File: src/rtl/cfgport_pkg.sv
package cfgport_pkg;
  typedef enum logic [2:0] {S_ENTRY, S_CMD, S_WR, S_TURN, S_LOAD, S_SEND} port_st_e;
  typedef enum logic [1:0] {R_IDLE, R_START, R_DATA, R_STOP} rx_st_e;

  localparam logic [7:0] ENTRY_CODE = 8'hFD;
  localparam logic [7:0] WR_CODE    = 8'h00;
  localparam logic [7:0] RD_CODE    = 8'h40;

  localparam int M_LSB = 0;
  localparam int M_W   = 12;
  localparam int N_LSB = 12;
  localparam int N_W   = 11;
  localparam int K_LSB = 23;
  localparam int K_W   = 7;
  localparam int L_LSB = 30;
  localparam int L_W   = 3;
  localparam int R_LSB = 42;
  localparam int R_W   = 3;
endpackage

File: src/rtl/cfgport_rx.sv
module cfgport_rx
  import cfgport_pkg::*;
#(
  parameter int BIT_CYC = 512
) (
  input  logic       clk_i,
  input  logic       rst_ni,
  input  logic       en_i,
  input  logic       line_i,
  output logic       valid_o,
  output logic [7:0] data_o
);
  localparam int CW  = $clog2(BIT_CYC);
  localparam int QTR = BIT_CYC / 4;

  logic [1:0]    sync_q;
  rx_st_e        st_q;
  logic [CW-1:0] cnt_q;
  logic [2:0]    nb_q;
  logic [7:0]    sh_q;

  always_ff @(posedge clk_i or negedge rst_ni) begin
    if (!rst_ni) sync_q <= 2'b11;
    else         sync_q <= {sync_q[0], line_i};
  end

  // sample a quarter bit in: keeps the stop bit inside the window over the full rate tolerance
  always_ff @(posedge clk_i or negedge rst_ni) begin
    if (!rst_ni) begin
      st_q    <= R_IDLE;
      cnt_q   <= '0;
      nb_q    <= '0;
      sh_q    <= '0;
      valid_o <= 1'b0;
      data_o  <= '0;
    end else begin
      valid_o <= 1'b0;
      if (!en_i) begin
        st_q <= R_IDLE;
      end else begin
        case (st_q)
          R_IDLE: begin
            cnt_q <= '0;
            if (!sync_q[1]) st_q <= R_START;
          end
          R_START: begin
            if (cnt_q == CW'(QTR - 1)) begin
              cnt_q <= '0;
              nb_q  <= '0;
              st_q  <= sync_q[1] ? R_IDLE : R_DATA;
            end else cnt_q <= cnt_q + 1'b1;
          end
          R_DATA: begin
            if (cnt_q == CW'(BIT_CYC - 1)) begin
              cnt_q <= '0;
              sh_q  <= {sync_q[1], sh_q[7:1]};
              nb_q  <= nb_q + 1'b1;
              if (nb_q == 3'd7) st_q <= R_STOP;
            end else cnt_q <= cnt_q + 1'b1;
          end
          R_STOP: begin
            if (cnt_q == CW'(BIT_CYC - 1)) begin
              cnt_q <= '0;
              st_q  <= R_IDLE;
              if (sync_q[1]) begin
                valid_o <= 1'b1;
                data_o  <= sh_q;
              end
            end else cnt_q <= cnt_q + 1'b1;
          end
          default: st_q <= R_IDLE;
        endcase
      end
    end
  end

  a_r4_stop_high: assert property (@(posedge clk_i) disable iff (!rst_ni)
    valid_o |-> $past(sync_q[1]));
endmodule

File: src/rtl/cfgport_tx.sv
module cfgport_tx #(
  parameter int BIT_CYC = 512
) (
  input  logic       clk_i,
  input  logic       rst_ni,
  input  logic       clr_i,
  input  logic       start_i,
  input  logic [7:0] data_i,
  output logic       busy_o,
  output logic       done_o,
  output logic       line_o
);
  localparam int CW = $clog2(BIT_CYC);

  logic [9:0]    sh_q;
  logic [CW-1:0] cnt_q;
  logic [3:0]    nb_q;

  always_ff @(posedge clk_i or negedge rst_ni) begin
    if (!rst_ni) begin
      sh_q   <= '1;
      cnt_q  <= '0;
      nb_q   <= '0;
      busy_o <= 1'b0;
      done_o <= 1'b0;
    end else begin
      done_o <= 1'b0;
      if (clr_i) begin
        busy_o <= 1'b0;
        sh_q   <= '1;
      end else if (start_i && !busy_o) begin
        sh_q   <= {1'b1, data_i, 1'b0};
        cnt_q  <= '0;
        nb_q   <= '0;
        busy_o <= 1'b1;
      end else if (busy_o) begin
        if (cnt_q == CW'(BIT_CYC - 1)) begin
          cnt_q <= '0;
          sh_q  <= {1'b1, sh_q[9:1]};
          nb_q  <= nb_q + 1'b1;
          if (nb_q == 4'd9) begin
            busy_o <= 1'b0;
            done_o <= 1'b1;
          end
        end else cnt_q <= cnt_q + 1'b1;
      end
    end
  end

  assign line_o = busy_o ? sh_q[0] : 1'b1;

  a_r4_start_low: assert property (@(posedge clk_i) disable iff (!rst_ni)
    (start_i && !busy_o && !clr_i) |=> (busy_o && !line_o));
endmodule

File: src/rtl/cfg_port.sv
module cfg_port
  import cfgport_pkg::*;
#(
  parameter int BIT_CYC  = 512,
  parameter int ARM_CYC  = 1500000,
  parameter int TURN_CYC = 1024,
  parameter int CFG_W    = 64
) (
  input  logic             clk_i,
  input  logic             rst_ni,
  input  logic             prog_ni,
  input  logic             line_i,
  output logic             line_o,
  output logic             line_oe_o,
  input  logic             reload_i,
  output logic             acc_o,
  output logic [CFG_W-1:0] cfg_o,
  output logic [M_W-1:0]   mdiv_o,
  output logic [N_W-1:0]   ndiv_o,
  output logic [K_W-1:0]   kdiv_o,
  output logic [L_W-1:0]   ldiv_o,
  output logic [R_W-1:0]   rate_o
);
  localparam int BYTES = CFG_W / 8;
  localparam int IDX_W = $clog2(BYTES);
  localparam int AW    = $clog2(ARM_CYC + 1);
  localparam int TW    = $clog2(TURN_CYC);
  localparam logic [IDX_W-1:0] LAST = IDX_W'(BYTES - 1);

  port_st_e         st_q;
  logic [AW-1:0]    arm_q;
  logic [TW-1:0]    turn_q;
  logic [IDX_W-1:0] wr_idx_q, rd_idx_q;
  logic [CFG_W-1:0] shadow_q, active_q;
  logic             armed, halt;
  logic             rx_en, rx_valid;
  logic [7:0]       rx_data;
  logic             tx_start, tx_busy, tx_done, tx_line;

  assign armed = (arm_q == AW'(ARM_CYC));
  assign halt  = prog_ni || !armed;

  always_ff @(posedge clk_i or negedge rst_ni) begin
    if (!rst_ni)     arm_q <= '0;
    else if (!armed) arm_q <= arm_q + 1'b1;
  end

  assign rx_en = !halt && (st_q == S_ENTRY || st_q == S_CMD || st_q == S_WR);

  cfgport_rx #(.BIT_CYC(BIT_CYC)) u_rx (
    .clk_i  (clk_i),
    .rst_ni (rst_ni),
    .en_i   (rx_en),
    .line_i (line_i),
    .valid_o(rx_valid),
    .data_o (rx_data)
  );

  assign tx_start = (st_q == S_LOAD);

  cfgport_tx #(.BIT_CYC(BIT_CYC)) u_tx (
    .clk_i  (clk_i),
    .rst_ni (rst_ni),
    .clr_i  (halt),
    .start_i(tx_start),
    .data_i (shadow_q[{rd_idx_q, 3'b000} +: 8]),
    .busy_o (tx_busy),
    .done_o (tx_done),
    .line_o (tx_line)
  );

  always_ff @(posedge clk_i or negedge rst_ni) begin
    if (!rst_ni) begin
      st_q     <= S_ENTRY;
      turn_q   <= '0;
      wr_idx_q <= '0;
      rd_idx_q <= '0;
      shadow_q <= '0;
    end else if (halt) begin
      st_q     <= S_ENTRY;
      wr_idx_q <= '0;
      rd_idx_q <= '0;
    end else begin
      case (st_q)
        S_ENTRY: if (rx_valid && rx_data == ENTRY_CODE) st_q <= S_CMD;
        S_CMD: begin
          if (rx_valid && rx_data == WR_CODE) begin
            st_q     <= S_WR;
            wr_idx_q <= '0;
          end else if (rx_valid && rx_data == RD_CODE) begin
            st_q     <= S_TURN;
            turn_q   <= '0;
            rd_idx_q <= '0;
          end
        end
        S_WR: begin
          if (rx_valid) begin
            shadow_q[{wr_idx_q, 3'b000} +: 8] <= rx_data;
            wr_idx_q <= wr_idx_q + 1'b1;
            if (wr_idx_q == LAST) st_q <= S_CMD;
          end
        end
        S_TURN: begin
          if (turn_q == TW'(TURN_CYC - 1)) st_q <= S_LOAD;
          else turn_q <= turn_q + 1'b1;
        end
        S_LOAD: st_q <= S_SEND;
        S_SEND: begin
          if (tx_done) begin
            if (rd_idx_q == LAST) st_q <= S_CMD;
            else begin
              rd_idx_q <= rd_idx_q + 1'b1;
              st_q     <= S_LOAD;
            end
          end
        end
        default: st_q <= S_ENTRY;
      endcase
    end
  end

  // reload sees the shadow value from before this edge: a coinciding store is not included
  always_ff @(posedge clk_i or negedge rst_ni) begin
    if (!rst_ni)       active_q <= '0;
    else if (reload_i) active_q <= shadow_q;
  end

  assign line_oe_o = (st_q == S_LOAD) || (st_q == S_SEND);
  assign line_o    = tx_line;
  assign acc_o     = (st_q != S_ENTRY);
  assign cfg_o     = active_q;
  assign mdiv_o    = active_q[M_LSB +: M_W];
  assign ndiv_o    = active_q[N_LSB +: N_W];
  assign kdiv_o    = active_q[K_LSB +: K_W];
  assign ldiv_o    = active_q[L_LSB +: L_W];
  assign rate_o    = active_q[R_LSB +: R_W];

  a_r2_prog_exit: assert property (@(posedge clk_i) disable iff (!rst_ni)
    prog_ni |=> !acc_o);
  a_r6_drive_after_turn: assert property (@(posedge clk_i) disable iff (!rst_ni)
    $rose(line_oe_o) |-> ($past(st_q) == S_TURN || $past(st_q) == S_SEND));
  a_r7_release: assert property (@(posedge clk_i) disable iff (!rst_ni)
    (st_q == S_SEND && tx_done && rd_idx_q == LAST) |=> !line_oe_o);
  a_r8_hold_active: assert property (@(posedge clk_i) disable iff (!rst_ni)
    !reload_i |=> $stable(cfg_o));
endmodule

File: config.mk
export PLATFORM = sky130hd
export DESIGN_NAME = cfg_port
export DESIGN_NICKNAME = d
export VERILOG_FILES = /design/src/rtl/cfgport_pkg.sv /design/src/rtl/cfgport_rx.sv /design/src/rtl/cfgport_tx.sv /design/src/rtl/cfg_port.sv
export SDC_FILE = /design/constraint.sdc
export NUM_CORES = 1
export LEC_CHECK = 0
export CORE_UTILIZATION = 60
export CTS_CLUSTER_DIAMETER = 100
export DETAILED_ROUTE_END_ITERATION = 6
export DONT_BUFFER_PORTS = 1
export PLACE_DENSITY = 0.81
export SLEW_MARGIN = 5
export SYNTH_ARGS = -nofsm -noshare
export SYNTH_HDL_FRONTEND = slang
export SYNTH_SLANG_ARGS = --single-unit
File: constraint.sdc
create_clock -name clk_i -period 3.8 [get_ports clk_i]
set_input_delay 0.38 -clock clk_i [delete_from_list [all_inputs] [get_ports clk_i]]
set_output_delay 0.38 -clock clk_i [all_outputs]
set_load 0.01 [all_outputs]
After elaboration in Yosys (flattened, before gate mapping)
Cells that the tools add are included.
{"block": "op_classes", "n_addsub": 9, "eq_ne": 39, "shifts": 3, "muxes": 64, "bitwise_logic": 1, "n_reduce_logical": 37}
{"op": "$mux W10", "count": 7}
{"op": "$bwmux W64", "count": 1}
{"op": "$shift A8 B8 Y64 const A", "count": 1}
{"op": "$shiftx A64 B7 Y8", "count": 1}
{"op": "$shiftx A8 B8 Y64", "count": 1}
{"op": "$mux W3", "count": 19}
{"op": "$mux W9", "count": 5}
{"op": "$pmux W9 S3", "count": 1}
{"op": "$ne A3 B3 Y1 const B", "count": 8}
{"op": "$add A21 B1 Y21 const B", "count": 1}
{"op": "$eq A21 B21 Y1 const B", "count": 1}
{"op": "$pmux W10 S2", "count": 1}
{"op": "$add A9 B1 Y9 const B", "count": 2}
{"op": "$eq A9 B9 Y1 const B", "count": 2}
{"op": "$ne A3 B2 Y1 const B", "count": 6}
{"op": "$pmux W3 S2", "count": 3}
{"op": "$pmux W3 S6", "count": 1}
{"op": "$eq A3 B3 Y1 const B", "count": 5}
{"op": "$mux W1", "count": 15}
{"op": "$reduce_and A5 Y1", "count": 3}
{"op": "$reduce_bool A3 Y1", "count": 5}
{"op": "$mux W2", "count": 7}
{"op": "$mux W4", "count": 3}
{"op": "$reduce_and A3 Y1", "count": 4}
{"op": "other kinds (29)", "count": 50}
{"block": "totals", "ff_bits": 226, "inputBits": 5, "output_inout_bits": 103, "wordCells": 172}

Depth between registers and ports, before layout
{"block": "depth", "ltp_word": 7, "depth_mapped": 11, "depth_no_buf": 9}

By module
Synthesis repeated with hierarchy kept, for this count alone.
{"block": "unflattened", "hier_cells": 924, "area_unflattened_um2": 10661.5}
{"mod": "cfg_port", "instances": 1, "cells_each": 669, "area_per_inst_um2": 7926.4, "seq_area_each_um2": 4204.0}
{"mod": "cfgport_rx", "instances": 1, "cells_each": 145, "area_per_inst_um2": 1500.2, "seq_area_each_um2": 828.3}
{"mod": "cfgport_tx", "instances": 1, "cells_each": 110, "area_per_inst_um2": 1234.9, "seq_area_each_um2": 611.8}

Least setup slack after synthesis
Ideal clock, no wire load.
{"block": "synth_timing", "kind": "flip-flop to flip-flop", "startpoint": "register wr_idx_q[0]", "endpoint": "register shadow_q[0]", "setup_ns": 0.125, "t_arrival_ns": 2.567, "required_ns": 3.675, "setup_slack_ns": 1.109, "stages_incl_launch_ff": 11, "path_buffers": 2, "synth_period_minus_slack_ns": 2.691, "path_cell_list": "dfrtp_1 clkbuf_1 inv_1 ha_1 ha_1 clkbuf_1 nor2_1 nand2_1 nor3_1 nand4_1 mux2_2"}
{"block": "synth_via", "elab_chain_len": 3, "word_cells_on_any_way": 4, "classes_between": "1 x add/sub; 2 x shift; 1 x mux"}
{"item": "from (decl)", "line": "cfg_port.sv:33", "source": "logic [IDX_W-1:0] wr_idx_q, rd_idx_q;"}
{"item": "from (signal assigned)", "line": "cfg_port.sv:99", "source": "wr_idx_q <= wr_idx_q + 1'b1;"}
{"item": "$neg A6 Y8 *", "line": "cfg_port.sv:98", "source": "shadow_q[{wr_idx_q, 3'b000} +: 8] <= rx_data;"}
{"item": "$shiftx A8 B8 Y64 or $shift A8 B8 Y64 (tied branches)", "line": "cfg_port.sv:98"}
{"item": "$bwmux W64 *", "line": "cfg_port.sv:98"}
{"item": "to (signal, indexed assignment)", "line": "cfg_port.sv:98"}
{"item": "to (decl)", "line": "cfg_port.sv:34", "source": "logic [CFG_W-1:0] shadow_q, active_q;"}
Every way passes the cells marked *; elsewhere a longest branch is shown, timed or not.
A chain may end at the register's enable or synchronous reset.

Final worst setup path
{"block": "layout_timing", "startpoint": "register arm_q[0]", "endpoint": "register shadow_q[19]"}
{"block": "layout_via", "elab_chain_len": 5}
{"item": "from (decl)", "line": "cfg_port.sv:31", "source": "logic [AW-1:0] arm_q;"}
{"item": "from (signal assigned)", "line": "cfg_port.sv:45", "source": "else if (!armed) arm_q <= arm_q + 1'b1;"}
{"item": "$eq A21 B21 Y1", "line": "cfg_port.sv:40", "source": "assign armed = (arm_q == AW'(ARM_CYC));"}
{"item": "$logic_not A1 Y1"}
{"item": "$logic_or A1 B1 Y1", "line": "cfg_port.sv:41", "source": "assign halt = prog_ni || !armed;"}
{"item": "$not A1 Y1 (no source line)"}
{"item": "$reduce_and A3 Y1 (no source line)"}
No other way between the ends.

==> impl_metrics.py <==
metrics = {
    "place": {
        "dp_hpwl_um": 14500,
        "port-buffer-count": 0,
        "postPlaceCellArea_um2": 10700,
        "gp_congestion": 0.863,
    },
    "sta": {
        "skew_ns": 0.00896,
        "tns_ns": 0,
        "rsz0062_at_grt": "no",
        "period_minus_slack_ns": 2.85,
        "max-slew-margin-rel": 0.324,
        "max_slew.worst_pin.slew_ns": 1.01,
        "slew_viol_final": 0,
        "max_freq_mhz": 351,
        "hold_viol": 225,
        "setup_viol_count_final": 0,
        "hold_slack_ns": -0.414,
        "fin_crit_sh": 0.749,
    },
    "power_and_ir_drop": {
        "p_per_area_nw_per_um2": 409,
        "p_total_uw": 4710,
        "p_seq_frac": 0.511,
        "p_comb_frac": 0.004,
        "p_clk_frac": 0.485,
        "vdd_drop_max_uv": 440,
        "internal-power_uw": 3770,
        "leakage_uw": 0.00532,
        "switching_power_uw": 939,
        "swShare": 0.199,
    },
    "logic_synthesis": {
        "synth_enable_flop_cells": 0,
        "yosysSeqAreaShare": 0.519,
        "synth.avg_cell_area_um2": 11.3,
        "synthesis.area_um2": 10900,
        "yosysWarnings": 0,
        "ys_types": 62,
        "async_flop_share": 1.00,
        "syn-num-nets": 988,
        "synth_cells": 961,
        "synth_seq_cells": 225,
        "ys.flop_type": "dfrtp_1",
    },
    "global_routing": {
        "grt_first_pass_wirelength_um": 35700,
        "antenna_found_initial": 0,
        "gr-total-overflow": 0,
        "grt_usage": 0.246,
        "grt_max_degree": 226,
        "grt_pass1_vias": 6875,
    },
    "floorplanning": {
        "die-area_um2": 18700,
        "core_area_um2": 17500,
        "die_h_um": 137,
        "fp-row-count": 48,
        "io_pins": 108,
        "initial_core_util": 0.622,
        "die_w_um": 137,
    },
    "hold_path": {
        "hp-class": "in2async",
    },
    "outcome": {
        "violations": "negative hold slack",
        "status": "finished with violations",
    },
    "setup_path": {
        "critPathKind": "reg2reg",
        "cp.arrival_ns": 3.24,
        "max_stage_delay_ns": 0.60,
        "required_ns": 4.19,
        "critPathTopFamily": "simple AND/OR/NAND/NOR gates",
        "start_kind": "flip-flop",
        "endpoint_kind": "flip-flop",
        "path_cells": "inv_1 -> ha_1 -> and4bb_2 -> and4b_1 -> nand2_1 -> nand4b_1 -> mux2_2",
        "critPathSlowestCell": "nand4b_1",
        "ff2ff_setup_slack_ns": 0.95,
        "path_max_fanout": 10,
        "path_buf_inv": 1,
    },
    "final_layout": {
        "final_common_cell": "dfrtp_1",
        "final_cell_mix": "dfrtp_1 (214), mux2_2 (113), nand2_1 (106), o21ai_0 (68), nand3_1 (37)",
        "fin_area_um2": 11500,
        "drive_gt1_frac": 0.212,
        "area_growth_pct": 5.96,
        "fillers": 1221,
        "final_nets": 935,
        "diodes": 0,
    },
    "route": {
        "routed_wl_um": 22400,
        "drt-initial-drc-count": 571,
        "vias": 7144,
        "ant_nets": 0,
        "viasPerCell": 6.21,
        "drc_errors": 0,
        "wl_per_cell_um": 19.5,
        "drt_first_pass_iters": 5,
    },
    "clock_network": {
        "path_clk_slew_ns": 0.06,
        "numCtsBuffers": 23,
        "cts_tree": "yes",
        "clock_latency_ns": 0.51,
        "clk_path_buf_depth": 3,
        "postCtsSetupRepairBufs": 0,
        "cts_max_level": 1,
        "root_buffer": "clkbuf_16",
        "clock-sinks": 225,
        "cts_hold_buf": 1,
        "cts.repair.resized": 0,
    },
    "run": {
        "cap_violations": 0,
    },
}
==> layout make-up <==
cell class / count / area (um^2) / share of cell area
Multi-Input combinational cell: 629 / 4690 / 0.407
Tap cell: 225 / 282 / 0.0244
Sequential cell: 225 / 5640 / 0.490
Clock buffer: 34 / 667 / 0.0579
Timing Repair Buffer: 9 / 70.1 / 0.00608
Clock inverter: 8 / 103 / 0.00890
Inverter: 20 / 75.1 / 0.00651
==> cells in the mapped netlist, drive strengths merged (3+ instances only) <==
library cell	count	area, um^2
a211oi	12	90.1
a21o	3	22.5
a21oi	13	65.1
a22o	4	35.0
a22oi	3	22.5
a32o	3	30.0
and2	9	56.3
and3	21	131
and4	3	26.3
buf	41	300
clkbuf	46	173
dfrtp	214	5360
dfstp	11	289
ha	22	275
inv	20	75.1
mux2	113	1270
mux2i	8	80.1
mux4	16	360
nand2	106	398
nand2b	10	62.6
nand3	37	185
nand3b	5	37.5
nand4	20	125
nand4b	3	26.3
nor2	28	108
nor2b	18	113
nor3	15	80.1
nor3b	5	37.5
nor4	6	67.6
o21ai	68	340
o31ai	19	143
or2	4	25.0
or4	8	63.8
xnor2	11	96.3
xor2	8	70.1
==> sequential cells by signal, indices dropped and copies added, names as in the netlist, 8 cells and up <==
name and cells:
u_tx.sh_q 9, u_rx.sh_q 8, u_rx.cnt_q 9, shadow_q 64
u_tx.cnt_q 9, arm_q 21, u_rx.data_o 8, turn_q 10
cfg_o 64
==> layer usage <==
| metal | GRT usage | vias up | routed length (um) |
|---|---|---|---|
| li1 | - | 3306 | - |
| met1 | 0.348 | 3582 | 9960 |
| met2 | 0.391 | 218 | 10600 |
| met3 | 0.0426 | 38 | 1280 |
| met4 | 0.0673 | 0 | 484 |
| met5 | 0 | - | 0 |
==> power by group through the flow <==
stage	Combinational [uW]	Clock [uW]	Sequential, uW
final	20.6	2280	2410
after global placement	19.3	0	2450
after global routing	22.2	2400	2410
after floorplan	29.3	0	2450
after CTS	20.8	2320	2410
after detailed placement	19.8	0	2450
==> worst paths after layout <==
check,from,to,cells after the start
setup / recovery,arm_q[0],shadow_q[19],7
min in group clk_i,reload_i,cfg_o[9],1
max in group asynchronous,rst_ni,u_rx.sync_q[0],0
hold / removal,rst_ni,cfg_o[5],0
hold reg to reg,u_rx.sync_q[0],u_rx.sync_q[1],0
setup reg to reg,arm_q[0],shadow_q[19],7
==> cell families after synthesis <==
| logic type | count (synthesis) | synth area share |
|---|---|---|
| AOI/OAI and AO/OA | 142 | 0.0812 |
| xor gates and xnor gates | 19 | 0.0153 |
| adders and majority gates | 22 | 0.0253 |
| buffers and inverters | 107 | 0.0504 |
| DFF | 225 | 0.519 |
| muxes | 137 | 0.157 |
| and+or+nand+nor | 309 | 0.151 |
==> per-stage QoR <==
step                 util  cells  setup WS (ns)
global placement    0.615   1107           1.09
CTS                 0.660   1150          0.982
detailed placement  0.615   1107           1.00
floorplan               -    961           1.11
global route        0.660   1150          0.743
finish              0.660   1150          0.952
Note: power is estimated with default switching activity, not from simulation.
